File: src/rtl/hline_pkg.sv
`timescale 1ns/1ps
package hline_pkg;
  // register addresses
  localparam int A_TOTAL  = 0;
  localparam int A_SYNC   = 1;
  localparam int A_AST    = 2;
  localparam int A_AEND   = 3;
  localparam int A_OFFS   = 4;
  localparam int A_POL    = 5;
  localparam int A_MODE   = 6;
  localparam int SEL_BASE = 8;

  // pin select codes
  localparam logic [2:0] SEL_OFF   = 3'd0;
  localparam logic [2:0] SEL_SYNC  = 3'd1;
  localparam logic [2:0] SEL_BLANK = 3'd2;

  typedef struct packed {
    logic lock;
    logic blank_inv;
    logic sync_hi;
  } ctl_t;
endpackage

File: src/rtl/hline_regs.sv
`timescale 1ns/1ps
module hline_regs
  import hline_pkg::*;
#(
  parameter int CW = 12,
  parameter int NPIN = 8,
  parameter int AW = 4,
  parameter int RST_TOTAL = 64,
  parameter int RST_SYNC = 6,
  parameter int RST_AST = 12,
  parameter int RST_AEND = 59
) (
  input  logic          clk,
  input  logic          rst_n,
  input  logic          wr_en,
  input  logic [AW-1:0] wr_addr,
  input  logic [CW-1:0] wr_data,
  output logic [CW-1:0] sh_total,
  output logic [CW-1:0] sh_sync,
  output logic [CW-1:0] sh_ast,
  output logic [CW-1:0] sh_aend,
  output logic [CW-1:0] offs,
  output ctl_t          ctl,
  output logic [2:0]    sel [NPIN]
);
  always_ff @(posedge clk or negedge rst_n) begin
    if (!rst_n) begin
      sh_total <= CW'(RST_TOTAL);
      sh_sync  <= CW'(RST_SYNC);
      sh_ast   <= CW'(RST_AST);
      sh_aend  <= CW'(RST_AEND);
      offs     <= '0;
      ctl      <= '0;
    end else if (wr_en) begin
      case (int'(wr_addr))
        A_TOTAL: sh_total <= wr_data;
        A_SYNC:  sh_sync  <= wr_data;
        A_AST:   sh_ast   <= wr_data;
        A_AEND:  sh_aend  <= wr_data;
        A_OFFS:  offs     <= wr_data;
        A_POL: begin
          ctl.sync_hi   <= wr_data[0];
          ctl.blank_inv <= wr_data[1];
        end
        A_MODE:  ctl.lock <= wr_data[0];
        default: ;
      endcase
    end
  end

  for (genvar p = 0; p < NPIN; p++) begin : g_sel
    localparam logic [2:0] RST_SEL = (p == 0) ? SEL_SYNC :
                                     (p == 1) ? SEL_BLANK : SEL_OFF;
    always_ff @(posedge clk or negedge rst_n) begin
      if (!rst_n)
        sel[p] <= RST_SEL;
      else if (wr_en && (int'(wr_addr) == SEL_BASE + p))
        sel[p] <= wr_data[2:0];
    end
  end
endmodule

File: src/rtl/hline_counter.sv
`timescale 1ns/1ps
module hline_counter #(
  parameter int CW = 12,
  parameter int RST_TOTAL = 64,
  parameter int RST_SYNC = 6,
  parameter int RST_AST = 12,
  parameter int RST_AEND = 59
) (
  input  logic          clk,
  input  logic          rst_n,
  input  logic          lock,
  input  logic          ref_strobe,
  input  logic [CW-1:0] sh_total,
  input  logic [CW-1:0] sh_sync,
  input  logic [CW-1:0] sh_ast,
  input  logic [CW-1:0] sh_aend,
  input  logic [CW-1:0] offs,
  output logic [CW-1:0] cnt,
  output logic [CW-1:0] cur_total,
  output logic [CW-1:0] cur_sync,
  output logic [CW-1:0] cur_ast,
  output logic [CW-1:0] cur_aend
);
  logic reload, wrap, line_start;

  assign reload     = lock && ref_strobe;
  assign wrap       = cnt >= (cur_total - CW'(1));
  assign line_start = reload || wrap;

  always_ff @(posedge clk or negedge rst_n) begin
    if (!rst_n) begin
      cnt <= '0;
    end else if (reload) begin
      cnt <= offs;
    end else if (wrap) begin
      cnt <= '0;
    end else begin
      cnt <= cnt + CW'(1);
    end
  end

  // live timing copies, refreshed only at a line start
  always_ff @(posedge clk or negedge rst_n) begin
    if (!rst_n) begin
      cur_total <= CW'(RST_TOTAL);
      cur_sync  <= CW'(RST_SYNC);
      cur_ast   <= CW'(RST_AST);
      cur_aend  <= CW'(RST_AEND);
    end else if (line_start) begin
      cur_total <= sh_total;
      cur_sync  <= sh_sync;
      cur_ast   <= sh_ast;
      cur_aend  <= sh_aend;
    end
  end
endmodule

File: src/rtl/hline_decode.sv
`timescale 1ns/1ps
module hline_decode #(
  parameter int CW = 12
) (
  input  logic [CW-1:0] cnt,
  input  logic [CW-1:0] cur_sync,
  input  logic [CW-1:0] cur_ast,
  input  logic [CW-1:0] cur_aend,
  output logic          sync_on,
  output logic          blank_on
);
  logic in_active;

  always_comb begin
    sync_on   = cnt < cur_sync;
    in_active = (cnt >= cur_ast) && (cnt <= cur_aend);
    blank_on  = !in_active;
  end
endmodule

File: src/rtl/hline_pinmux.sv
`timescale 1ns/1ps
module hline_pinmux
  import hline_pkg::*;
#(
  parameter int NPIN = 8
) (
  input  logic            sync_on,
  input  logic            blank_on,
  input  ctl_t            ctl,
  input  logic [2:0]      sel [NPIN],
  output logic [NPIN-1:0] tout
);
  logic sync_lvl, blank_lvl;

  assign sync_lvl  = ctl.sync_hi ? sync_on : !sync_on;
  assign blank_lvl = ctl.blank_inv ? !blank_on : blank_on;

  for (genvar p = 0; p < NPIN; p++) begin : g_pin
    always_comb begin
      case (sel[p])
        SEL_SYNC:  tout[p] = sync_lvl;
        SEL_BLANK: tout[p] = blank_lvl;
        default:   tout[p] = 1'b0;
      endcase
    end
  end
endmodule

File: src/rtl/hline_timer.sv
`timescale 1ns/1ps
module hline_timer
  import hline_pkg::*;
#(
  parameter int CW = 12,
  parameter int NPIN = 8,
  parameter int RST_TOTAL = 64,
  parameter int RST_SYNC = 6,
  parameter int RST_AST = 12,
  parameter int RST_AEND = 59,
  localparam int AW = $clog2(SEL_BASE + NPIN)
) (
  input  logic            clk,
  input  logic            rst_n,
  input  logic            wr_en,
  input  logic [AW-1:0]   wr_addr,
  input  logic [CW-1:0]   wr_data,
  input  logic            ref_strobe,
  output logic [NPIN-1:0] tout
);
  logic [CW-1:0] sh_total, sh_sync, sh_ast, sh_aend, offs;
  logic [CW-1:0] cnt, cur_total, cur_sync, cur_ast, cur_aend;
  ctl_t          ctl;
  logic [2:0]    sel [NPIN];
  logic          sync_on, blank_on;

  hline_regs #(
    .CW(CW), .NPIN(NPIN), .AW(AW), .RST_TOTAL(RST_TOTAL),
    .RST_SYNC(RST_SYNC), .RST_AST(RST_AST), .RST_AEND(RST_AEND)
  ) u_regs (
    .clk(clk), .rst_n(rst_n), .wr_en(wr_en), .wr_addr(wr_addr),
    .wr_data(wr_data), .sh_total(sh_total), .sh_sync(sh_sync),
    .sh_ast(sh_ast), .sh_aend(sh_aend), .offs(offs), .ctl(ctl), .sel(sel)
  );

  hline_counter #(
    .CW(CW), .RST_TOTAL(RST_TOTAL), .RST_SYNC(RST_SYNC),
    .RST_AST(RST_AST), .RST_AEND(RST_AEND)
  ) u_cnt (
    .clk(clk), .rst_n(rst_n), .lock(ctl.lock), .ref_strobe(ref_strobe),
    .sh_total(sh_total), .sh_sync(sh_sync), .sh_ast(sh_ast),
    .sh_aend(sh_aend), .offs(offs), .cnt(cnt), .cur_total(cur_total),
    .cur_sync(cur_sync), .cur_ast(cur_ast), .cur_aend(cur_aend)
  );

  hline_decode #(.CW(CW)) u_dec (
    .cnt(cnt), .cur_sync(cur_sync), .cur_ast(cur_ast), .cur_aend(cur_aend),
    .sync_on(sync_on), .blank_on(blank_on)
  );

  hline_pinmux #(.NPIN(NPIN)) u_mux (
    .sync_on(sync_on), .blank_on(blank_on), .ctl(ctl), .sel(sel), .tout(tout)
  );
endmodule

File: config.mk
export PLATFORM = sky130hd
export DESIGN_NAME = hline_timer
export DESIGN_NICKNAME = d
export VERILOG_FILES = /design/src/rtl/hline_pkg.sv /design/src/rtl/hline_regs.sv /design/src/rtl/hline_counter.sv /design/src/rtl/hline_decode.sv /design/src/rtl/hline_pinmux.sv /design/src/rtl/hline_timer.sv
export SDC_FILE = /design/constraint.sdc
export NUM_CORES = 1
export LEC_CHECK = 0
export BUFFER_PORTS_ARGS = -buffer_cell sky130_fd_sc_hd__buf_2
export CAP_MARGIN = 5
export CORE_ASPECT_RATIO = 1.4
export CORE_UTILIZATION = 30
export CTS_BUF_LIST = sky130_fd_sc_hd__clkbuf_8 sky130_fd_sc_hd__clkbuf_16
export CTS_CLUSTER_SIZE = 25
export DETAILED_ROUTE_END_ITERATION = 10
export PLACE_DENSITY = 0.48
export SYNTH_ARGS = -nofsm -noshare
export SYNTH_HDL_FRONTEND = slang
export SYNTH_HIERARCHICAL = 1
export SYNTH_SLANG_ARGS = --single-unit
File: constraint.sdc
create_clock -name clk -period 4.15 [get_ports clk]
set_clock_uncertainty 0.2 [all_clocks]
set_input_delay 0.83 -clock clk [delete_from_list [all_inputs] [get_ports clk]]
set_output_delay 0.83 -clock clk [all_outputs]
set_load 0.01 [all_outputs]
# Word-level counts from Yosys, hierarchy flattened

Index checks and enable logic that the tools add are counted.

$add $sub $neg: 2
Order comparisons: 4
Equality and inequality tests: 30
Multiplexer cells: 12
Reductions and logical operators: 21

Operator list:

| operator              | number |
|---|---|
| $eq 3x1->1 const B    | 8 |
| $eq 3x2->1 const B    | 8 |
| $ge 12x12->1          | 2 |
| $mux 12               | 2 |
| $eq 4x3->1 const B    | 5 |
| $eq 4x4->1 const B    | 4 |
| $pmux 1 s2            | 8 |
| $reduce_and 2->1      | 7 |
| $add 12x1->12 const B | 1 |
| $eq 4x2->1 const B    | 3 |
| $le 12x12->1          | 1 |
| $lt 12x12->1          | 1 |
| $sub 12x1->12 const B | 1 |
| $logic_and 1x1->1     | 10 |
| $eq 4x1->1 const B    | 2 |
| $logic_not 4->1       | 1 |
| $logic_not 1->1       | 2 |
| $mux 1                | 2 |
| $logic_or 1x1->1      | 1 |

Register bits after elaboration: 147
Input bits: 20
Output and inout bits: 8
Word-level logic and storage cells: 90

# Depth between registers and ports, before layout

Word-level depth: 5
Gate-level depth with buffers: 13
Gate-level depth less buffers: 12

# Modules after synthesis

The synthesis kept the hierarchy.

By module, submodules not included:

| module        | times used | cells each | area each (um^2) | sequential area each (um^2) |
|---|---|---|---|---|
| hline_regs    | 1          | 205        | 3335.7           | 2192.1 |
| hline_counter | 1          | 219        | 3106.7           | 1514.0 |
| hline_decode  | 1          | 115        | 868.3            | 0.0 |
| hline_pinmux  | 1          | 26         | 222.7            | 0.0 |

# Worst setup path before layout

No wires, ideal clock.

Kind: flip-flop to flip-flop
Start point: reg u_cnt.cur_total[7]
End point: reg u_cnt.cur_aend[10]
Library setup time: 0.125 ns
Data arrival time: 2.869 ns
Required time: 3.825 ns
Path slack: 0.956 ns
Stages on the path, launching flop included: 10
Buffers on the path: 1
Path through: dfrtp_1 > or4_1 > nor4_1 > xnor2_1 > ha_1 > and4_1 > o211ai_2 > o211ai_4 > buf_8 > mux2_4

Word-level cells in the longest chain between the ends: 3

Ends and longest elaborated chain:

| element                  | RTL line            | source |
|---|---|---|
| start: declaration       | hline_counter.sv:19 | `output logic [CW-1:0] cur_total,` |
| start signal: assignment | hline_counter.sv:45 | `cur_total <= CW'(RST_TOTAL);` |
| start signal: assignment | hline_counter.sv:50 | `cur_total <= sh_total;` |
| $sub 12x1->12            | hline_counter.sv:27 | `assign wrap = cnt >= (cur_total - CW'(1));` |
| $ge 12x12->1             | hline_counter.sv:27 |  |
| $logic_or 1x1->1         | hline_counter.sv:28 | `assign line_start = reload \|\| wrap;` |
| end signal: assignment   | hline_counter.sv:48 | `cur_aend <= CW'(RST_AEND);` |
| end signal: assignment   | hline_counter.sv:53 | `cur_aend <= sh_aend;` |
| end: declaration         | hline_counter.sv:22 | `output logic [CW-1:0] cur_aend` |

Every way passes these cells.
A chain may end at the register's enable or synchronous reset.

# Worst setup path after layout

Start point: reg u_cnt.cnt[2]
End point: out tout[2]

Word-level cells in the longest chain between the ends: 5
Elaborated cells on any way between the ends: 9

Ends and longest elaborated chain:

| element                                             | RTL line            | source |
|---|---|---|
| start: declaration                                  | hline_counter.sv:18 | `output logic [CW-1:0] cnt,` |
| start signal: assignment                            | hline_counter.sv:34 | `cnt <= offs;` |
| start signal: assignment                            | hline_counter.sv:38 | `cnt <= cnt + CW'(1);` |
| $ge 12x12->1 / $le 12x12->1 (equally long branches) | hline_decode.sv:16  | `in_active = (cnt >= cur_ast) && (cnt <= cur_aend);` |
| $logic_and 1x1->1 (*)                               | hline_decode.sv:16  |  |
| $logic_not 1->1 (*)                                 | hline_decode.sv:17  | `blank_on = !in_active;` |
| net blank_on                                        | hline_timer.sv:25   | `logic sync_on, blank_on;` |
| $mux 1 (*)                                          | hline_pinmux.sv:16  | `assign blank_lvl = ctl.blank_inv ? !blank_on : blank_on;` |
| $pmux 1 s2 (*)                                      | hline_pinmux.sv:20  | `case (sel[p])` |
| end: declaration                                    | hline_timer.sv:19   | `output logic [NPIN-1:0] tout` |

Mark *: on every way through the listed nets, which the timed path passes. The rest lies on a longest branch.

==> out/qor.csv <==
stage;metric;value;unit
outcome;status;completed;
sta;timing.final.crit_share;94.8;%
power_and_ir_drop;p_total;6.73;mW
clocking;clock-sinks;147;
power_and_ir_drop;vdd_ir_drop_max;356;uV
sta;fmax;254;MHz
detailed_routing;drt-met1-wl;7520;um
detailed_routing;wl_per_cell;17.8;um
clocking;ctsResizeCount;0;
floorplan;rows;68;
placed_design;place_inst;897;
detailed_routing;route.met3.wl;433;um
cells_and_area;drive_above_1_share;33.2;%
clocking;cts_tree;done;
floorplan;io_pins;28;
cells_and_area;nNetsFinal;673;
sta;layout_min_cycle_time;3.94;ns
grt;overflow;0;
synthesis;synth_cell_type_count;51;
critical_path;arrival;2.91;ns
synthesis;yosysTopAreaCellShare;41.5;%
sta;finalSetupViolations;0;
critical_path;path_max_fanout;8;
sta;hold_viol_final;0;
flow_run;drv_cap;0;
floorplan;die-area;25800;um2
sta;rsz0062_at_grt;false;
grt;grt_max_degree;84;
sta;slew_violations;0;
synthesis;ys_dominant_reg_cell;dfrtp_1;
clocking;clk_path_buf_depth;2;
synthesis;synth_area;7530;um2
placed_design;globalplace.congestion;0.810;
critical_path;reg2reg_depth;9;
placed_design;place_ws;0.574;ns
min_path;holdCritPathClass;in2async;
critical_path;worstPathRequired;3.12;ns
cells_and_area;layout.cells.non_filler;932;
critical_path;crit_path_end_kind;primary output;
synthesis;netlist_instances;565;
detailed_routing;wl_met2;8450;um
power_and_ir_drop;power_density;782;nW/um2
detailed_routing;via_count;4455;
detailed_routing;drtIter0Drc;203;
critical_path;r2r_start;u_cnt/cur_total[7];
sta;layout_setup_ws;0.215;ns
detailed_routing;routed_via_density;4.78;
power_and_ir_drop;power_leakage;3.98;nW
synthesis;synth_fp_nets;634;
placed_design;portBuffers;27;
synthesis;yosysWarnings;6;
grt;grt_pass1_vias;4890;
synthesis;yosysSeqAreaShare;49.2;%
clocking;clkSlewWorstSetupHoldPaths;0.06;ns
floorplan;die_h;190;um
sta;tns;0;ns
sta;relSlewSlack;33.9;%
detailed_routing;routed_wirelength;16600;um
floorplan;start_util;30.5;%
critical_path;startpoint_type;register;
grt;grt_pass1_wl;27300;um
floorplan;die_w;136;um
synthesis;post_synth.cell_area_avg;13.3;um2
sta;worst_pin_slew;0.988;ns
synthesis;synth_top_area_cell;dfrtp_1;
clocking;numCtsBuffers;17;
clocking;htree_levels;4;
synthesis;synth.top_cells.by_area;dfrtp_1 42%, mux2_4 9.6%, mux2_2 8.5%, ha_1 8.1%, dfstp_2 7.7%;
sta;hold_ws;0.252;ns
clocking;clockRootBuffer;clkbuf_16;
cells_and_area;diodes;0;
detailed_routing;dr.pass1.iters;4;
grt;antenna_found_initial;0;
clocking;worstSkewPairLatency;0.43;ns
critical_path;crit_type;reg2out;
grt;grt_use_total;14.2;%
synthesis;yosys_register_bits;147;
synthesis;synthArstFlopShare;100;%
synthesis;synth-edff-count;0;
detailed_routing;drc;0;
floorplan;coreArea;24700;um2
placed_design;hpwl;11500;um
cells_and_area;area_delta_synth_final;14.2;%
detailed_routing;ant_nets;0;
detailed_routing;top_layer_used;met4;
critical_path;startpoint;u_cnt/cnt[2];
==> worst paths after layout <==
path	to	slack [ns]
setup reg to reg	u_cnt/cur_ast[9]	0.70
hold reg to reg	u_cnt/cnt[4]	0.28
setup / recovery	tout[2]	0.21
hold / removal	u_regs/sel[18]	0.25
max in group asynchronous	u_regs/sh_aend[0]	2.64
min in group clk	u_cnt/cnt[4]	0.28
==> final cells by class <==
type	instances	area, um2
Inverter	40	150
Fill cell	2447	16100
Clock buffer	17	425
Clock inverter	15	166
Sequential cell	147	3710
Tap cell	315	394
Multi-Input combinational cell	363	3530
Timing Repair Buffer	35	226
==> where the power goes <==
group          internal, mW  leakage (nW)  switching, mW
Clock                 0.939         0.292          0.611
Sequential             1.97          1.77          0.374
Combinational          1.52          1.91           1.31
Total                  4.43          3.98           2.29
==> metal layers <==
layer  track usage (%)  up-vias
met5                 0        -
li1                  -     2086
met1              17.7     2292
met2              24.4       60
met4              4.49        0
met3              2.60       17
==> placed cells by master (no fill, tap or decap), drive strengths merged, types with 4 or more instances in the layout <==
cell type | Yosys | layout
a21o | 11 | 11
a21oi | 11 | 11
and4 | 4 | 4
buf | 10 | 35
clkbuf | 5 | 17
clkinv | 0 | 5
dfrtp | 125 | 125
dfstp | 22 | 22
ha | 49 | 49
inv | 40 | 44
mux2 | 135 | 135
nand2 | 21 | 21
nand2b | 7 | 7
nand3 | 10 | 10
nand4 | 6 | 6
nor2 | 15 | 15
nor3 | 4 | 4
o21ai | 15 | 15
o22ai | 10 | 10
or3b | 16 | 16
xnor2 | 11 | 11
xor2 | 11 | 11
==> logic make-up (layout without fill, tap and decap cells) <==
group	after synthesis	in the layout	share of synthesized area (%)
compound gates	58	58	5.75
xor+xnor	22	22	2.76
fa+ha+maj	49	49	8.14
buf+inv	55	107	3.89
flops	147	147	49.2
mux	135	135	22.6
simple gates	99	99	7.71
==> per-stage QoR <==
stage,cell area [um2],util (%)
6_report,8600,34.9
5_1_grt,8600,34.9
4_1_cts,8580,34.8
3_5_place_dp,7990,32.4
3_3_place_gp,7990,32.4
2_1_floorplan,7530,-
==> registers in the layout, summed over array words and instances (netlist names) <==
register and cells:
u_cnt/cur_aend 12, u_regs/ctl 3, u_cnt/cur_ast 12, u_cnt/cur_total 12, u_regs/offs 12, u_cnt/cnt 12
u_cnt/cur_sync 12, u_regs/sel 24, u_regs/sh_ast 12, u_regs/sh_aend 12, u_regs/sh_total 12, u_regs/sh_sync 12
==> worst max-delay path: stages, from the launching register on <==
cell and delay, ns:
dfrtp_1 0.49, ha_1 0.36, a21oi_1 0.15, o22ai_1 0.09, o21a_1 0.18, a2111oi_2 0.32
o22ai_1 0.21, xnor2_2 0.17, buf_4 0.18, o22ai_1 0.18, buf_2 0.15
==> Yosys cell counts (3+ instances only) <==
cell      count
and3_1        3
inv_1        40
dfrtp_1     125
a21oi_1      11
a21o_1       11
nor2_1       15
dfstp_2      22
nand2b_1      6
clkbuf_1      4
or3b_1       16
and4_1        4
nand2_1      21
mux2_2       57
mux2_1       30
nor4_1        3
nand3b_1      3
o21ai_0      13
ha_1         49
nand3_1      10
xor2_1       10
buf_12        4
nand4_1       6
mux2_4       48
nor3_1        4
xnor2_1      10
o22ai_1      10
buf_2         4
==> repair_timing <==
action / 4_1_cts / 5_1_grt
buffers inserted: 0 / 3
hold buffers: 0 / 0
setup endpoints to repair: 0 / 8
Note: power is estimated with default switching activity, not from simulation.
